$ cat config.mk
export PLATFORM = sky130hd
export DESIGN_NAME = burst_col_gen
export DESIGN_NICKNAME = d
export VERILOG_FILES = /design/src/rtl/bcg_pkg.sv /design/src/rtl/bcg_cfg_decode.sv /design/src/rtl/bcg_beat_ctrl.sv /design/src/rtl/bcg_addr_map.sv /design/src/rtl/burst_col_gen.sv
export SDC_FILE = /design/constraint.sdc
export NUM_CORES = 1
export LEC_CHECK = 0
export BUFFER_PORTS_ARGS = -buffer_cell sky130_fd_sc_hd__buf_2
export CORE_MARGIN = 2
export CORE_UTILIZATION = 45
export DETAILED_ROUTE_END_ITERATION = 7
export HOLD_SLACK_MARGIN = 0.03
export PLACE_DENSITY = 0.77
export SLEW_MARGIN = 10
export SYNTH_ARGS = -nofsm -noshare
export SYNTH_HDL_FRONTEND = slang
export SYNTH_SLANG_ARGS = --single-unit
$ cat constraint.sdc
create_clock -name clk -period 6.4 [get_ports clk]
set_clock_uncertainty 0.1 [all_clocks]
set_input_delay 1.28 -clock clk [delete_from_list [all_inputs] [get_ports clk]]
set_output_delay 1.28 -clock clk [all_outputs]
set_load 0.02 [all_outputs]
$ cat src/rtl/bcg_pkg.sv
package bcg_pkg;
   localparam int unsigned LEN_CODE_W = 3;
   localparam int unsigned LG_W       = 2;

   localparam logic [LEN_CODE_W-1:0] LEN_CODE_PAGE = 3'd7;

   typedef struct packed {
      logic [LG_W-1:0] lg;
      logic            page;
      logic            ilv;
   } burst_cfg_t;
endpackage

$ cat src/rtl/bcg_cfg_decode.sv
module bcg_cfg_decode
   import bcg_pkg::*;
(
   input  logic [LEN_CODE_W-1:0] len_code,
   input  logic                  ilv,
   input  logic                  is_write,
   input  logic                  wr_single,
   output burst_cfg_t            cfg
);
   logic force_one;
   assign force_one = is_write && wr_single;

   always_comb begin
      cfg     = '0;
      cfg.ilv = ilv;
      if (!force_one) begin
         if (len_code == LEN_CODE_PAGE) begin
            cfg.page = 1'b1;
         end else if (len_code[LEN_CODE_W-1] == 1'b0) begin
            cfg.lg = len_code[LG_W-1:0];
         end
      end
   end
endmodule

$ cat src/rtl/bcg_beat_ctrl.sv
module bcg_beat_ctrl
   import bcg_pkg::*;
#(
   parameter int unsigned COL_W = 8
) (
   input  logic             clk,
   input  logic             rst_n,
   input  logic             cmd_valid,
   input  logic             stop_req,
   input  burst_cfg_t       cfg_in,
   output logic             active,
   output logic [COL_W-1:0] cnt,
   output burst_cfg_t       cfg_q,
   output logic             last
);
   logic [COL_W-1:0] len_m1;

   generate
      if (COL_W < (1 << LG_W)) begin : g_bad_width
         $error("COL_W too small for the longest fixed burst");
      end
   endgenerate

   assign len_m1 = (COL_W'(1) << cfg_q.lg) - COL_W'(1);
   assign last   = active && !cfg_q.page && (cnt == len_m1);

   always_ff @(posedge clk or negedge rst_n) begin
      if (!rst_n) begin
         active <= 1'b0;
         cnt    <= '0;
         cfg_q  <= '0;
      end else if (cmd_valid) begin
         active <= 1'b1;
         cnt    <= '0;
         cfg_q  <= cfg_in;
      end else if (stop_req) begin
         active <= 1'b0;
      end else if (active) begin
         if (last) active <= 1'b0;
         else      cnt    <= cnt + COL_W'(1);
      end
   end

   AST_STOP_ENDS: assert property (@(posedge clk) disable iff (!rst_n)
      (stop_req && !cmd_valid) |=> !active);

   AST_LAST_ENDS: assert property (@(posedge clk) disable iff (!rst_n)
      (last && !cmd_valid) |=> !active);

   AST_CNT_BOUND: assert property (@(posedge clk) disable iff (!rst_n)
      (active && !cfg_q.page) |-> (cnt <= COL_W'(7)));

   AST_PAGE_WRAP: assert property (@(posedge clk) disable iff (!rst_n)
      (active && cfg_q.page && !cmd_valid && !stop_req && (cnt == '1)) |=> (active && cnt == '0));
endmodule

$ cat src/rtl/bcg_addr_map.sv
module bcg_addr_map
   import bcg_pkg::*;
#(
   parameter int unsigned COL_W = 8
) (
   input  logic [COL_W-1:0] start_col,
   input  logic [COL_W-1:0] cnt,
   input  burst_cfg_t       cfg,
   output logic [COL_W-1:0] col
);
   logic [COL_W-1:0] mask;
   logic [COL_W-1:0] sum;
   logic             use_xor;

   assign mask    = cfg.page ? '1 : ((COL_W'(1) << cfg.lg) - COL_W'(1));
   assign sum     = start_col + cnt;
   assign use_xor = cfg.ilv && !cfg.page;

   generate
      for (genvar i = 0; i < COL_W; i++) begin : g_bit
         assign col[i] = mask[i] ? (use_xor ? (start_col[i] ^ cnt[i]) : sum[i])
                                 : start_col[i];
      end
   endgenerate
endmodule

$ cat src/rtl/burst_col_gen.sv
module burst_col_gen
   import bcg_pkg::*;
#(
   parameter int unsigned COL_W = 8
) (
   input  logic                  clk,
   input  logic                  rst_n,
   input  logic                  cmd_valid,
   input  logic                  cmd_write,
   input  logic                  cmd_bank,
   input  logic [COL_W-1:0]      cmd_col,
   input  logic [LEN_CODE_W-1:0] mode_len,
   input  logic                  mode_ilv,
   input  logic                  mode_wr_single,
   input  logic                  stop_req,
   output logic [COL_W-1:0]      col_out,
   output logic                  bank_out,
   output logic                  wr_out,
   output logic                  valid_out,
   output logic                  last_out
);
   burst_cfg_t       cfg_new;
   burst_cfg_t       cfg_cur;
   logic [COL_W-1:0] cnt;
   logic [COL_W-1:0] start_q;
   logic             active;
   logic             last;

   bcg_cfg_decode u_dec (
      .len_code  (mode_len),
      .ilv       (mode_ilv),
      .is_write  (cmd_write),
      .wr_single (mode_wr_single),
      .cfg       (cfg_new)
   );

   bcg_beat_ctrl #(.COL_W(COL_W)) u_ctrl (
      .clk       (clk),
      .rst_n     (rst_n),
      .cmd_valid (cmd_valid),
      .stop_req  (stop_req),
      .cfg_in    (cfg_new),
      .active    (active),
      .cnt       (cnt),
      .cfg_q     (cfg_cur),
      .last      (last)
   );

   always_ff @(posedge clk or negedge rst_n) begin
      if (!rst_n) begin
         start_q  <= '0;
         bank_out <= 1'b0;
         wr_out   <= 1'b0;
      end else if (cmd_valid) begin
         start_q  <= cmd_col;
         bank_out <= cmd_bank;
         wr_out   <= cmd_write;
      end
   end

   bcg_addr_map #(.COL_W(COL_W)) u_map (
      .start_col (start_q),
      .cnt       (cnt),
      .cfg       (cfg_cur),
      .col       (col_out)
   );

   assign valid_out = active;
   assign last_out  = last;

   AST_START_COL: assert property (@(posedge clk) disable iff (!rst_n)
      cmd_valid |=> (valid_out && col_out == $past(cmd_col) && bank_out == $past(cmd_bank)));

   AST_WR_SINGLE: assert property (@(posedge clk) disable iff (!rst_n)
      (cmd_valid && cmd_write && mode_wr_single) |=> last_out);

   AST_HOLD_BURST: assert property (@(posedge clk) disable iff (!rst_n)
      (valid_out && !last_out && !cmd_valid && !stop_req) |=>
         (valid_out && $stable(bank_out) && $stable(wr_out)));

   AST_LAST_VALID: assert property (@(posedge clk) disable iff (!rst_n)
      last_out |-> valid_out);
endmodule

Word level (Yosys, flattened, before mapping). Cells that the tools add are included.

$add $sub $neg: 4. Multiplexer cells: 29. Bitwise gates (word level): 8. Shift operators: 1. Reduce and logical (&&, ||, !) cells: 7. Equality and inequality tests: 4.

Operators by type and width (number): 8-bit 2-to-1 mux (5); 1-bit 2-to-1 mux (21); 8-bit by 1-bit adder with 8-bit output, second input constant (1); 8-bit adder (1); 8-bit equality test (1); 1-bit by 2-bit << shifter with 8-bit output, first input constant (1); 8-bit by 1-bit subtractor with 8-bit output, second input constant (1); 8-bit by 2-bit subtractor with 8-bit output, second input constant (1); 1-bit XOR (8); 1-bit logical AND (4); 2-bit 2-to-1 mux (2); 2-bit inequality test, second input constant (2); 3-bit equality test, second input constant (1); 3-bit 2-to-1 mux (1); 3-bit AND reduction (1); 2-bit nonzero test (1); 1-bit logical NOT (1).

Logic and storage cells: 61. Bits of input ports: 19. Flip-flop bits (word level): 23. Output and inout port bits: 12.

Depth between registers and ports, before layout. Gate-level depths: netlist of run 1.

Word-level depth: 8. Gate-level depth with buffers: 8.

Modules after synthesis. A second synthesis of run 1 with hierarchy kept.

Cells, all modules: 159. Area, all modules: 1640.3 um2.

Modules (own cells, without submodules): bcg_beat_ctrl (seq. area each 325.3 um2, cells an instance 61, instances 1, area an instance 686.9 um2); bcg_addr_map (seq. area each 0.0 um2, cells an instance 72, instances 1, area an instance 503.0 um2); burst_col_gen (seq. area each 250.2 um2, cells an instance 21, instances 1, area an instance 411.6 um2); bcg_cfg_decode (seq. area each 0.0 um2, cells an instance 5, instances 1, area an instance 38.8 um2).

Worst setup path before layout of run 1. OpenSTA, ideal clock, no wires.

Kind: reg2out. From: reg u_ctrl.cnt[0]. To: out col_out[4]. Arrival: 1.897 ns. Path slack: 3.123 ns. Data required time: 5.020 ns. Stages on the path, launching flop included: 8. Cells stage by stage: dfrtp_1 -> ha_1 -> fa_1 -> a21o_1 -> a21oi_1 -> nor2_1 -> xor2_1 -> mux2_2.

Word-level cells in the longest chain between the ends: 3.

RTL lines: from (decl) (RTL line bcg_beat_ctrl.sv:12) `output logic [COL_W-1:0] cnt,`; from (signal assigned) (RTL line bcg_beat_ctrl.sv:40) `else cnt <= cnt + COL_W'(1);`; 8-bit adder (RTL line bcg_addr_map.sv:16) `assign sum = start_col + cnt;`; 1-bit 2-to-1 mux (2 in series) (RTL line bcg_addr_map.sv:21) `assign col[i] = mask[i] ? (use_xor ? (start_col[i] ^ cnt[i]) : sum[i])`; to (decl) (RTL line burst_col_gen.sv:16) `output logic [COL_W-1:0] col_out,`.

No other way between the ends.

Final worst setup path of run 1. Ends and elaborated chain as after synthesis.

==> results.sh, run 1 <==
export IMPL_r2r_start="u_ctrl.cfg_q[3]$_DFFE_PN0P_"
export IMPL_vias=1361
export IMPL_yosys_register_bits=23
export IMPL_cp_num_buf_inv=1
export IMPL_worstPathMaxFanout=6
export IMPL_regArea_um2=575.6
export IMPL_antenna_cells=0
export IMPL_ys_types=41
export IMPL_critPathSlowestCell="dfrtp_1"
export IMPL_cp_required_ns=5.02
export IMPL_post_cts_setup_buffer_count=0
export IMPL_place_congestion=0.8407
export IMPL_io_buffers=30
export IMPL_cp_startpoint="u_ctrl.cnt[0]$_DFFE_PN0P_"
export IMPL_crit_family="adder cells"
export IMPL_max_stage_delay_ns=0.47
export IMPL_die_h_um=64.05
export IMPL_cts_resized=0
export IMPL_clk_path_buf_depth=2
export IMPL_cts_root_buffer_cell="clkbuf_4"
export IMPL_crit_chain="ha_1 -> fa_1 -> a21o_1 -> a21oi_1 -> nor2_1 -> xor2_1 -> mux2_2 -> buf_2"
export IMPL_worst_pin_slew_ns=0.5282
export IMPL_seq_area_frac_synth=0.3547
export IMPL_synth_xor_area_frac=0.05937
export IMPL_syn_instance_count=173
export IMPL_status="completed"
export IMPL_final_cell_mix="buf_2, dfrtp_1, nor2_1"
export IMPL_cp_arrival_ns=2.53
export IMPL_hp_class="reg -> reg"
export IMPL_grt_max_degree=30
export IMPL_fin_crit_sh=0.6105
export IMPL_rows=21
export IMPL_final_common_cell="buf_2"
export IMPL_firstDrtPassIters=4
export IMPL_drv_slew=0
export IMPL_final_util=0.5437
export IMPL_p_leak_uw=0.0008479
export IMPL_synth_top_family_by_area="simple AND/OR/NAND/NOR gates"
export IMPL_placed_cells=245
export IMPL_ant_nets=0
export IMPL_rsz0062_at_grt="false"
export IMPL_cts_sinks=23
export IMPL_cp_end_kind="output pin"
export IMPL_grt_overflow=0
export IMPL_period_needed_ns=3.907
export IMPL_criticalPathCategory="reg -> out"
export IMPL_power_density_nw_per_um2=193.6
export IMPL_switching_share=0.3559
export IMPL_setup_viol=0
export IMPL_final_hold_viol_count=0
export IMPL_routed_wl_mm=3.269
export IMPL_syn_num_nets=203
export IMPL_syn2layout_area_growth_pct=13.57
export IMPL_hold_buffers=0
export IMPL_final_setup_tns_ns=0
export IMPL_ys_warn_count=0
export IMPL_grt_pass1_vias=1246
export IMPL_vdd_drop_max_uv=116.2
export IMPL_wl_per_cell_um=13.13
export IMPL_floorplan_die_area_um2=4102
export IMPL_synth_edf_count=0
export IMPL_fill_cells=320
export IMPL_start_kind="flip-flop"
export IMPL_multiInputGateArea_um2=1010
export IMPL_cts_tree="done"
export IMPL_vias_per_cell=5.466
export IMPL_finalNetCount=234
export IMPL_synthArstFlopShare=1.000
export IMPL_max_slew_margin=0.6479
export IMPL_stdcell_count=249
export IMPL_antenna_found_initial=0
export IMPL_grt_usage=0.1713
export IMPL_p_seq_frac=0.471
export IMPL_start_util=0.4788
export IMPL_hpwl_mm=2.459
export IMPL_pin_count=31
export IMPL_dieWidth_um=64.05
export IMPL_synthAdderAreaFrac=0.08944
export IMPL_p_switching_uw=127.0
export IMPL_synth_compound_area_frac=0.1781
export IMPL_max_cap_violations=0
export IMPL_coreArea_um2=3390
export IMPL_layout_drive_gt1_share=0.2808
export IMPL_drc=0
export IMPL_syn_avg_cell_area_um2=9.380
export IMPL_synth_simple_gate_area_frac=0.1858
export IMPL_synth_mux_area_frac=0.1095
export IMPL_syn_cell_area_um2=1623
export IMPL_max_freq_ghz=0.2560
export IMPL_clk_pin_slew_ns=0.13
export IMPL_min_delay_start="bank_out$_DFFE_PN0P_"
export IMPL_first_iter_violations=65
export IMPL_combPwrFrac=0.338
export IMPL_htree_num_levels=1
export IMPL_clkPwrFrac=0.191
export IMPL_grt_pass1_wl_mm=5.664
export IMPL_ys_flop_type="dfrtp_1"
export IMPL_clock_latency_ns=0.31
export IMPL_p_int_uw=229.8
export IMPL_cts_buffers_inserted=3
==> per-stage QoR <==
stage / area, µm² / total power (µW) / hold slack [ns] / worst slack, ns
5_1_grt: 1843 / 383.0 / 0.4498 / 2.352
6_report: 1843 / 356.7 / 0.4192 / 2.493
3_3_place_gp: 1815 / 289.4 / 0.3876 / 2.919
4_1_cts: 1843 / 361.4 / 0.4329 / 2.499
3_5_place_dp: 1815 / 292.4 / 0.3937 / 2.871
2_1_floorplan: 1623 / 255.9 / 0.4018 / 3.123
==> layout make-up <==
class	count	share of cell area
clock buffers	3	0.01222
clock inverters	1	0.002716
inverters	6	0.01222
multi-input cells	140	0.5479
flip-flops and latches	23	0.3123
well taps	46	0.03123
repair buffers	30	0.08147
==> logic make-up after synthesis <==
kind of cell,Yosys count
and+or+nand+nor,60
AOI/OAI and AO/OA,42
DFF,23
muxes,16
xor gates and xnor gates,11
adders and majority gates,11
buffers and inverters,10
==> final timing paths <==
kind                                             end  slack [ns]  cells past startpoint
max in group asynchronous  u_ctrl.cnt[7]$_DFFE_PN0P_        5.02                      1
min reg2reg                     bank_out$_DFFE_PN0P_        0.42                      1
min in group asynchronous     start_q[2]$_DFFE_PN0P_        0.83                      1
max reg2reg                u_ctrl.cnt[7]$_DFFE_PN0P_        3.76                      7
min                             bank_out$_DFFE_PN0P_        0.42                      1
max                                       col_out[4]        2.49                      8
==> sequential cells by signal, indices dropped and copies added, names as in the netlist <==
name,count
u_ctrl.cnt,8
bank_out,1
u_ctrl.active,1
wr_out,1
u_ctrl.cfg_q,4
start_q,8
==> power by group through the flow <==
stage | sequential (µW) | clock, µW | combinational [µW]
global placement | 171 | 0 | 119
detailed placement | 171 | 0 | 121
CTS | 168 | 71.1 | 122
finish | 168 | 68.0 | 121
floorplan | 170 | 0 | 86.2
global route | 170 | 78.8 | 134
==> synth_stat cells, types with 3 or more instances <==
| master | number | area [µm²] |
|---|---|---|
| a211oi_1 | 4 | 30.03 |
| a21oi_1 | 10 | 50.05 |
| clkbuf_1 | 4 | 15.01 |
| dfrtp_1 | 23 | 575.6 |
| ha_1 | 10 | 125.1 |
| inv_1 | 6 | 22.52 |
| mux2_2 | 13 | 146.4 |
| nand2_1 | 15 | 56.30 |
| nand3_1 | 3 | 15.01 |
| nor2_1 | 18 | 67.56 |
| nor2b_1 | 4 | 25.02 |
| nor3_1 | 5 | 25.02 |
| o21ai_0 | 12 | 60.06 |
| o22ai_1 | 3 | 18.77 |
| xnor2_1 | 6 | 52.55 |
| xor2_1 | 5 | 43.79 |
==> layer usage <==
| metal | vias to the layer above | wire [µm] | GRT usage |
|---|---|---|---|
| met3 | 2 | 156 | 0.02641 |
| met1 | 643 | 1572 | 0.2381 |
| met2 | 30 | 1526 | 0.2878 |
| li1 | 686 | - | - |
| met4 | 0 | 12 | 0.02446 |
| met5 | - | 0 | 0 |
Power figures use the tool's default switching activity.
==> run 2, diff against run 1 <==
- PLACE_DENSITY: 0.77 -> 0.8
- clock period: 6.4 -> 3.1 ns (I/O delays scaled with it)
==> results.sh, run 2 (same netlist as run 1, synthesis figures left out) <==
export IMPL_max_cap_violations=0
export IMPL_p_int_uw=500.8
export IMPL_p_seq_frac=0.448
export IMPL_rows=21
export IMPL_criticalPathCategory="reg -> out"
export IMPL_final_cell_mix="buf_2, dfrtp_1, nor2_1"
export IMPL_max_freq_ghz=0.3343
export IMPL_cts_sinks=23
export IMPL_vdd_drop_max_uv=378.5
export IMPL_worstPathMaxFanout=3
export IMPL_start_util=0.4788
export IMPL_vias=1425
export IMPL_antenna_found_initial=0
export IMPL_reg2reg_depth=7
export IMPL_timing_rr_end="u_ctrl.cnt[7]$_DFFE_PN0P_"
export IMPL_die_h_um=64.05
export IMPL_final_util=0.5688
export IMPL_grt_pass1_wl_mm=5.402
export IMPL_start_kind="flip-flop"
export IMPL_cp_end_kind="output pin"
export IMPL_finalNetCount=239
export IMPL_place_worst_setup_slack_ns=0.1902
export IMPL_antenna_cells=0
export IMPL_hold_buffers=0
export IMPL_ant_nets=0
export IMPL_hpwl_mm=2.475
export IMPL_stdcell_count=254
export IMPL_max_slew_margin=0.6484
export IMPL_largest_registers="start_q x8, u_ctrl.cnt x8, u_ctrl.cfg_q x4"
export IMPL_status="completed"
export IMPL_pin_count=31
export IMPL_floorplan_die_area_um2=4102
export IMPL_io_buffers=30
export IMPL_routed_wl_mm=3.444
export IMPL_coreArea_um2=3390
export IMPL_hp_class="in -> async"
export IMPL_vias_per_cell=5.610
export IMPL_switching_share=0.3536
export IMPL_power_density_nw_per_um2=401.8
export IMPL_drv_slew=0
export IMPL_cts_root_buffer_cell="clkbuf_4"
export IMPL_grt_overflow=0
export IMPL_grt_max_degree=30
export IMPL_cp_arrival_ns=2.27
export IMPL_fin_crit_sh=0.9650
export IMPL_r2r_start="u_ctrl.cfg_q[3]$_DFFE_PN0P_"
export IMPL_placed_cells=245
export IMPL_cts_buffers_inserted=3
export IMPL_drc=0
export IMPL_first_iter_violations=40
export IMPL_period_needed_ns=2.992
export IMPL_reg2reg_setup_slack_ns=0.58
export IMPL_final_common_cell="buf_2"
export IMPL_final_setup_tns_ns=0
export IMPL_finalPower_uw=774.7
export IMPL_clk_pin_slew_ns=0.13
export IMPL_setup_viol=0
export IMPL_htree_num_levels=1
export IMPL_final_hold_viol_count=0
export IMPL_cp_required_ns=2.38
export IMPL_syn2layout_area_growth_pct=18.81
export IMPL_clock_latency_ns=0.32
export IMPL_cts_tree="done"
export IMPL_wl_per_cell_um=13.56
export IMPL_place_congestion=0.8944
export IMPL_p_leak_uw=0.0008723
export IMPL_combPwrFrac=0.369
export IMPL_clk_path_buf_depth=2
export IMPL_clkPwrFrac=0.183
export IMPL_grt_pass1_vias=1227
export IMPL_worst_pin_slew_ns=0.5275
export IMPL_worst_slack_ns=0.1085
export IMPL_p_switching_uw=273.9
export IMPL_grt_usage=0.1654
export IMPL_layout_drive_gt1_share=0.3365
export IMPL_firstDrtPassIters=4
export IMPL_dieWidth_um=64.05
[run 2: cell types whose count changed in the layout (fill, tap and decap cells not counted), sizes merged]
cell	change
buf	+5
[run 2: what timing repair did]
action                                  CTS  global route
pin swaps                                 0             5
cloned                                    0             0
endpoints found under the setup margin    2             4
gates resized for setup                   4             8
buffers inserted                          1             4
[run 2: how the worst max path moves through the flow]
stage	from	endpoint	slack (ns)
finish	start_q[0]$_DFFE_PN0P_	col_out[4]	0.11
global route	u_ctrl.cnt[1]$_DFFE_PN0P_	col_out[7]	-0.01
CTS	u_ctrl.cnt[0]$_DFFE_PN0P_	col_out[4]	0.04
detailed placement	u_ctrl.cnt[0]$_DFFE_PN0P_	col_out[4]	0.19
global placement	u_ctrl.cnt[0]$_DFFE_PN0P_	col_out[4]	0.28
floorplan	u_ctrl.cnt[0]$_DFFE_PN0P_	col_out[4]	0.48
[run 2: power groups by stage]
stage	clock network, µW	logic, µW	registers, µW
final	142	286	347
after global routing	161	311	352
after CTS	148	257	345
after detailed placement	0	249	353
after global placement	0	244	352
after floorplan	0	178	350
[run 2: layout make-up]
| class | count | area (µm²) |
|---|---|---|
| repair buffers | 35 | 193.9 |
| clock inverters | 1 | 5.005 |
| flip-flops and latches | 23 | 578.1 |
| inverters | 6 | 22.52 |
| fillers | 303 | 1461 |
| multi-input cells | 140 | 1049 |
| well taps | 46 | 57.56 |
| clock buffers | 3 | 22.52 |
[run 2: layer usage]
layer  vias up  part of all wire  track usage  wire length (µm)
met1       689              0.44       0.2090              1525
met4         0             0.017      0.03261                58
li1        696                 -            -                 -
met3         8             0.042      0.03169               145
met2        32              0.50       0.2930              1715
met5         -                 0            0                 0
[run 2: metrics by stage]
stage | hold WS (ns) | instance area (µm²)
detailed placement | 0.3936 | 1815
CTS | 0.1760 | 1861
floorplan | 0.2244 | 1623
finish | 0.1538 | 1928
global route | 0.1843 | 1928
global placement | 0.3873 | 1815
[run 2: worst max-delay path, stage by stage (launching register included)]
cell,delay [ns]
dfrtp_1,0.44
ha_4,0.19
fa_2,0.36
a21o_1,0.18
a21oi_2,0.17
nor2_2,0.05
xor2_1,0.15
mux2_2,0.28
buf_6,0.13
